File: src/rtl/hbus_pkg.sv
package hbus_pkg;

  typedef struct packed {
    logic cs_a;
    logic cs_b;
    logic cs_c_n;
    logic astb_n;
    logic rd_p;
    logic rd_n;
    logic wr_p;
    logic wr_n;
  } ctl_t;

  localparam int CTL_W = $bits(ctl_t);

  // Deselected, transparent, no strobe active.
  localparam ctl_t CTL_IDLE = '{cs_a: 1'b0, cs_b: 1'b0, cs_c_n: 1'b1,
                                astb_n: 1'b0, rd_p: 1'b0, rd_n: 1'b1,
                                wr_p: 1'b0, wr_n: 1'b1};

  function automatic logic chip_selected(input logic a, input logic b,
                                         input logic c_n);
    return a & b & ~c_n;
  endfunction

  function automatic logic strobe_on(input logic hi, input logic lo_n);
    return hi | ~lo_n;
  endfunction

endpackage

File: src/rtl/hbus_sync.sv
module hbus_sync #(
  parameter int W = 1,
  parameter int STAGES = 2,
  parameter logic [W-1:0] RST_VAL = '0
) (
  input  logic         clk,
  input  logic         rst,
  input  logic [W-1:0] d,
  output logic [W-1:0] q
);

  logic [W-1:0] stg [STAGES];

  always_ff @(posedge clk) begin
    if (rst) begin
      for (int i = 0; i < STAGES; i++) stg[i] <= RST_VAL;
    end else begin
      stg[0] <= d;
      for (int i = 1; i < STAGES; i++) stg[i] <= stg[i-1];
    end
  end

  assign q = stg[STAGES-1];

endmodule

File: src/rtl/hbus_addr_latch.sv
module hbus_addr_latch #(
  parameter int AW = 3
) (
  input  logic          clk,
  input  logic          rst,
  input  logic          astb_n,
  input  logic [AW-1:0] addr_live,
  input  logic          sel_live,
  output logic [AW-1:0] addr_eff,
  output logic          sel_eff
);

  logic [AW-1:0] addr_hold;
  logic          sel_hold;

  // Keep tracking while the strobe is low; the last low sample is the frozen value.
  always_ff @(posedge clk) begin
    if (rst) begin
      addr_hold <= '0;
      sel_hold  <= 1'b0;
    end else if (!astb_n) begin
      addr_hold <= addr_live;
      sel_hold  <= sel_live;
    end
  end

  assign addr_eff = astb_n ? addr_hold : addr_live;
  assign sel_eff  = astb_n ? sel_hold  : sel_live;

endmodule

File: src/rtl/hbus_cycle_qual.sv
module hbus_cycle_qual (
  input  logic clk,
  input  logic rst,
  input  logic sel,
  input  logic rd_req,
  input  logic wr_req,
  output logic rd_lvl,
  output logic rd_rise,
  output logic wr_rise
);

  logic rd_prev;
  logic wr_prev;
  logic wr_lvl;

  assign rd_lvl = sel & rd_req;
  assign wr_lvl = sel & wr_req;

  always_ff @(posedge clk) begin
    if (rst) begin
      rd_prev <= 1'b0;
      wr_prev <= 1'b0;
    end else begin
      rd_prev <= rd_lvl;
      wr_prev <= wr_lvl;
    end
  end

  assign rd_rise = rd_lvl & ~rd_prev;
  assign wr_rise = wr_lvl & ~wr_prev;

endmodule

File: src/rtl/hbus_front.sv
module hbus_front
  import hbus_pkg::*;
#(
  parameter int AW = 3,
  parameter int DW = 8,
  parameter int SYNC_STAGES = 2,
  localparam int NREG = 1 << AW
) (
  input  logic             clk,
  input  logic             rst,
  input  logic [AW-1:0]    reg_addr,
  input  logic             cs_a,
  input  logic             cs_b,
  input  logic             cs_c_n,
  input  logic             astb_n,
  input  logic             rd_p,
  input  logic             rd_n,
  input  logic             wr_p,
  input  logic             wr_n,
  input  logic [DW-1:0]    bus_din,
  input  logic [NREG*DW-1:0] reg_rdata,
  output logic [NREG-1:0]  wr_en,
  output logic [DW-1:0]    wr_data,
  output logic [NREG-1:0]  rd_pulse,
  output logic [DW-1:0]    bus_dout,
  output logic             bus_oe,
  output logic             xcvr_dis
);

  ctl_t          ctl_raw, ctl_s;
  logic [AW-1:0] addr_s, addr_eff;
  logic [DW-1:0] din_s;
  logic          sel_eff;
  logic          rd_lvl, rd_rise, wr_rise;
  logic [NREG-1:0] dec;
  logic [DW-1:0] rsel;

  assign ctl_raw = '{cs_a: cs_a, cs_b: cs_b, cs_c_n: cs_c_n, astb_n: astb_n,
                     rd_p: rd_p, rd_n: rd_n, wr_p: wr_p, wr_n: wr_n};

  hbus_sync #(.W(CTL_W), .STAGES(SYNC_STAGES), .RST_VAL(CTL_IDLE)) ctl_sync_i (
    .clk(clk), .rst(rst), .d(ctl_raw), .q(ctl_s)
  );

  hbus_sync #(.W(AW), .STAGES(SYNC_STAGES)) addr_sync_i (
    .clk(clk), .rst(rst), .d(reg_addr), .q(addr_s)
  );

  hbus_sync #(.W(DW), .STAGES(SYNC_STAGES)) din_sync_i (
    .clk(clk), .rst(rst), .d(bus_din), .q(din_s)
  );

  hbus_addr_latch #(.AW(AW)) latch_i (
    .clk      (clk),
    .rst      (rst),
    .astb_n   (ctl_s.astb_n),
    .addr_live(addr_s),
    .sel_live (chip_selected(ctl_s.cs_a, ctl_s.cs_b, ctl_s.cs_c_n)),
    .addr_eff (addr_eff),
    .sel_eff  (sel_eff)
  );

  hbus_cycle_qual qual_i (
    .clk    (clk),
    .rst    (rst),
    .sel    (sel_eff),
    .rd_req (strobe_on(ctl_s.rd_p, ctl_s.rd_n)),
    .wr_req (strobe_on(ctl_s.wr_p, ctl_s.wr_n)),
    .rd_lvl (rd_lvl),
    .rd_rise(rd_rise),
    .wr_rise(wr_rise)
  );

  for (genvar g = 0; g < NREG; g++) begin : g_dec
    assign dec[g] = (addr_eff == AW'(g));
  end

  assign rsel = reg_rdata[addr_eff*DW +: DW];

  always_ff @(posedge clk) begin
    if (rst) begin
      wr_en    <= '0;
      wr_data  <= '0;
      rd_pulse <= '0;
      bus_dout <= '0;
      bus_oe   <= 1'b0;
      xcvr_dis <= 1'b1;
    end else begin
      wr_en    <= wr_rise ? dec : '0;
      rd_pulse <= rd_rise ? dec : '0;
      if (wr_rise) wr_data <= din_s;
      bus_dout <= rd_lvl ? rsel : '0;
      bus_oe   <= rd_lvl;
      xcvr_dis <= ~rd_lvl;
    end
  end

endmodule

File: config.mk
export PLATFORM = sky130hd
export DESIGN_NAME = hbus_front
export DESIGN_NICKNAME = d
export VERILOG_FILES = /design/src/rtl/hbus_pkg.sv /design/src/rtl/hbus_sync.sv /design/src/rtl/hbus_addr_latch.sv /design/src/rtl/hbus_cycle_qual.sv /design/src/rtl/hbus_front.sv
export SDC_FILE = /design/constraint.sdc
export NUM_CORES = 1
export LEC_CHECK = 0
export BUFFER_PORTS_ARGS = -buffer_cell sky130_fd_sc_hd__buf_4
export CAP_MARGIN = 20
export CORE_MARGIN = 2
export CORE_UTILIZATION = 29
export DETAILED_ROUTE_END_ITERATION = 12
export GPL_TIMING_DRIVEN = 0
export HOLD_SLACK_MARGIN = 0.12
export MAX_ROUTING_LAYER = met4
export PLACE_DENSITY = 0.65
export SLEW_MARGIN = 30
export SYNTH_ARGS = -nofsm -noshare
export SYNTH_HDL_FRONTEND = slang
export SYNTH_SLANG_ARGS = --single-unit
File: constraint.sdc
create_clock -name clk -period 1.5 [get_ports clk]
set_input_delay 0.15 -clock clk [delete_from_list [all_inputs] [get_ports clk]]
set_output_delay 0.15 -clock clk [all_outputs]
set_load 0.01 [all_outputs]
==> results.md <==
- The class of the most critical hold timing path is primary input to flop.
- In this run the tightest slew margin relative to its limit is roughly 62%.
- The worst-case hold path end point is latch_i.sel_hold.
- The die covers roughly 0.011 mm2.
- The max capacitance violation total is 0.
- The capturing element type of the critical path is a flop.
- The die is ~110 um tall.
- The area of the core is 0.0102 mm2.
- The worst hold path stage count is 3.
- The total number of vias is about 2700.
- Summed over all layers, the routed wires come to 7.98 mm.
- Using the TritonRoute via totals, the vias-per-cell ratio works out to around 4.5.
- The endpoint identified for the worst register-to-register timing path is bus_dout[3].
- Subtracting the final worst setup slack from the clock period gives 1.70 ns.
- The dominant cell type by area after synthesis is sky130_fd_sc_hd__dfxtp_1.
- Buffers placed on the I/O ports in this run total approximately 120.
- The initial antenna violation count is 0.
- The wire length of the first global-routing pass is between 10 and 15 mm.
- By startpoint and endpoint, the worst setup path is classified as flop to flop.
- The footprint of the flip-flops and latches is 0.00155 mm2.
- The setup slack after layout is -0.196 ns.
- The fraction of post-synthesis cell area in the top cell type by area is 51.5%.
- The largest net degree at the start of global routing is 16.
- The highest net fanout along the worst path is 8.
- TritonCTS built the clock tree.
- The clock sink count is 77.
- The Yosys warning count is 0.
- The number of nets handed over by synthesis was 373.
- After synthesis, the netlist uses 38 different library cells.
- Dividing total power by cell area gives a power density of about 900 mW/mm2.
- After synthesis the netlist holds a flip-flop and latch count of a little under 80.
- The checks that failed: setup timing.
- The analysis attributes to cell leakage a power of 2.09 nW.
- The number of filler cells placed in the layout is 992.
- In this run the number of H-tree levels came out at 3.
- The average instance area after synthesis is 10.4 um2.
- The worst-case IR drop observed on VDD is around 0.47 mV.
- The number of ports placed on the die boundary is 119.
- The summed negative setup slack over all endpoints is -2.16 ns.
- The worst reg-to-reg setup slack is -0.20 ns.
- In this run, CTS created clock tree buffers numbering 9.
- The routability congestion estimate from global placement is slightly above 0.8.
- The total iterations of the first detailed-routing run is 4.
- The total count of max-transition violations in the final report is 0.
- The post-detailed-placement half-perimeter wirelength is about 5.8 mm.
- The worst setup path is launched from a flop.
- The cell count after placement is between 500 and 600.
- Data on the critical path arrives at its endpoint at 1.94 ns.
- The synthesis-to-finish area growth is 56.9%.
- Clock-pin slew was measured on the worst setup and hold paths at 0.08 ns.
- In the post-synthesis netlist, the biggest area contributors are sky130_fd_sc_hd__dfxtp_1 (51%), sky130_fd_sc_hd__nor2b_1 (7.3%), sky130_fd_sc_hd__mux2i_1 (5.7%).
- The pin slew with the least headroom to its limit is 0.566 ns.
- Setup violations remaining at the end of the flow were counted as 26.
- The worst path uses 113% of the clock period.
- In the global route stage, overall resource usage came out at 14.6%.
- The netlist area before placement is 0.00300 mm2.
- The clock latency reported for the late side of the worst-skew pair is 0.35 ns.
- The die is 106 um wide.
- The number of failing hold endpoints at the final stage is 0.
- The clock skew is between 0.01 and 0.015 ns.
- Summing all multi-input logic gate instances after layout gives ~0.0014 mm2.
- The cell depth of the worst flop-to-flop path is 6.
- The leading cell type in the layout, fill and taps excluded is sky130_fd_sc_hd__buf_4.
- The run finished, with violations left.
- The number of standard cells in the final layout excluding fillers is approximately 600.
- The total overflow left after global routing is 0.
- The number of global-route vias before repair came to between 2000 and 3000.
- The starting density of the core is 29.4%.
- Setup repair after global routing could not meet its margin everywhere.
- After floorplanning, the core was divided into 37 placement rows.
- The cell count after synthesis came out at between 200 and 300.
- The number of nets with antenna violations after detailed routing is 0.
- In this run the most critical hold path is launched from rst.
- The clock passes through at most 2 buffers.
- The fraction of layout cells with a size suffix above 1 is 41.9%.
- Dividing the detail-routed wire length by the instance count gives ~14 um.
- The number of antenna diodes in the final layout is 0.
- The clock root buffer is sky130_fd_sc_hd__clkbuf_8.
- The starting DRC count in detailed routing is around 220.
- In the routed design, unresolved DRC markers number 0.
- In the layout the commonest cells are sky130_fd_sc_hd__buf_4 (131), sky130_fd_sc_hd__dfxtp_1 (75), sky130_fd_sc_hd__nor2b_1 (35).
- In this run the critical register-to-register path is launched from ctl_sync_i.stg[0][12].
- Data on the critical path is required at its endpoint by 1.74 ns.
- The final net count is 533.
- For this run, the register share of the synthesized area comes to about half.
- The maximum clock rate is 589 MHz.
[flip-flops by register name (all words and copies together), names as in the netlist]
name	flops
ctl_sync_i.stg	16
din_sync_i.stg	16
bus_dout	8
rd_pulse	8
wr_data	8
wr_en	8
addr_sync_i.stg	6
latch_i.addr_hold	3
latch_i.sel_hold	1
qual_i.rd_prev	1
qual_i.wr_prev	1
xcvr_dis	1
[what timing repair did]
item,in CTS,in global routing
resized for setup,16,13
endpoints found under the hold margin,19,0
setup buffers,7,4
hold buffers,19,0
setup endpoints to repair,33,32
gates cloned,1,0
pin swaps,5,2
[layout make-up]
class                           count  share of cell area, %
Sequential cell                    77                   32.9
Multi-Input combinational cell    179                   29.2
Timing Repair Buffer              149                   25.2
Buffer                             22                   3.65
Tap cell                          136                   3.62
Clock buffer                       10                   2.93
Clock inverter                      6                   1.57
Inverter                           10                  0.959
[power breakdown]
part / leakage [nW] / internal [mW] / switching (mW)
Sequential: 0.630 / 2.09 / 0.0163
Combinational: 1.35 / 0.286 / 0.181
Clock: 0.108 / 0.841 / 0.790
[how the worst max path moves through the flow]
stage          depth (start not counted)                  start  slack (ns)           to
2_1_floorplan                          6  ctl_sync_i.stg[0][12]       -0.06  bus_dout[0]
3_3_place_gp                           7  ctl_sync_i.stg[0][12]       -0.29  bus_dout[2]
3_5_place_dp                           7  ctl_sync_i.stg[0][12]       -0.33  bus_dout[5]
4_1_cts                                6  ctl_sync_i.stg[0][12]       -0.20  bus_dout[1]
5_1_grt                                6  addr_sync_i.stg[0][4]       -0.26  bus_dout[3]
6_report                               6  ctl_sync_i.stg[0][12]       -0.20  bus_dout[3]
[per-stage QoR]
step / cell area, um2 / util, % / power, mW / hold slack, ns / worst slack (ns)
after floorplan: 3030 / - / 2.33 / 0.222 / -0.0625
after global placement: 4090 / 40.1 / 2.55 / 0.337 / -0.292
after detailed placement: 4090 / 40.1 / 2.56 / 0.336 / -0.330
after CTS: 4620 / 45.3 / 4.24 / 0.134 / -0.202
after global routing: 4700 / 46.1 / 4.38 / 0.144 / -0.264
final: 4700 / 46.1 / 4.21 / 0.154 / -0.196
[cells in the mapped netlist]
cell type,count
sky130_fd_sc_hd__a211oi_4,1
sky130_fd_sc_hd__a21oi_1,1
sky130_fd_sc_hd__a21oi_4,1
sky130_fd_sc_hd__a221o_1,8
sky130_fd_sc_hd__and3_1,8
sky130_fd_sc_hd__and3b_1,3
sky130_fd_sc_hd__buf_1,1
sky130_fd_sc_hd__buf_2,9
sky130_fd_sc_hd__buf_4,2
sky130_fd_sc_hd__buf_6,2
sky130_fd_sc_hd__clkbuf_1,7
sky130_fd_sc_hd__clkbuf_2,1
sky130_fd_sc_hd__dfxtp_1,77
sky130_fd_sc_hd__inv_1,9
sky130_fd_sc_hd__inv_4,1
sky130_fd_sc_hd__mux2_2,2
sky130_fd_sc_hd__mux2i_1,17
sky130_fd_sc_hd__mux2i_4,1
sky130_fd_sc_hd__nand2_1,1
sky130_fd_sc_hd__nand3_1,2
sky130_fd_sc_hd__nand4_1,7
sky130_fd_sc_hd__nand4b_1,7
sky130_fd_sc_hd__nand4bb_4,1
sky130_fd_sc_hd__nor2_1,23
sky130_fd_sc_hd__nor2b_1,35
sky130_fd_sc_hd__nor3_1,1
sky130_fd_sc_hd__nor3b_1,1
sky130_fd_sc_hd__nor3b_2,1
sky130_fd_sc_hd__nor4_1,6
sky130_fd_sc_hd__nor4_2,2
sky130_fd_sc_hd__o2111ai_1,1
sky130_fd_sc_hd__o211a_1,8
sky130_fd_sc_hd__o211ai_1,7
sky130_fd_sc_hd__o21a_1,9
sky130_fd_sc_hd__o21ai_0,17
sky130_fd_sc_hd__or2_0,1
sky130_fd_sc_hd__or2_1,1
sky130_fd_sc_hd__or2_2,6
[logic make-up after synthesis]
family,Yosys count,share of synthesized area [%]
compound gates,53,13.9
buf+inv,32,5.26
simple gates,106,22.2
mux,20,7.18
flops,77,51.5
[routing by layer]
layer	vias to the layer above	global-route usage (%)	share of wire (%)
li1	1336	-	-
met1	1223	17.8	44
met2	97	23.9	48
met3	6	3.77	6.2
met4	0	4.51	0.98
met5	-	-	0
[worst max-delay path: stages, from the launching register on]
cell and delay [ns]:
sky130_fd_sc_hd__dfxtp_4 0.37, sky130_fd_sc_hd__buf_6 0.12, sky130_fd_sc_hd__and3b_1 0.19, sky130_fd_sc_hd__or2_1 0.22, sky130_fd_sc_hd__buf_6 0.14, sky130_fd_sc_hd__a221o_1 0.33, sky130_fd_sc_hd__o211a_1 0.21
Note: power is estimated with default switching activity, not from simulation.
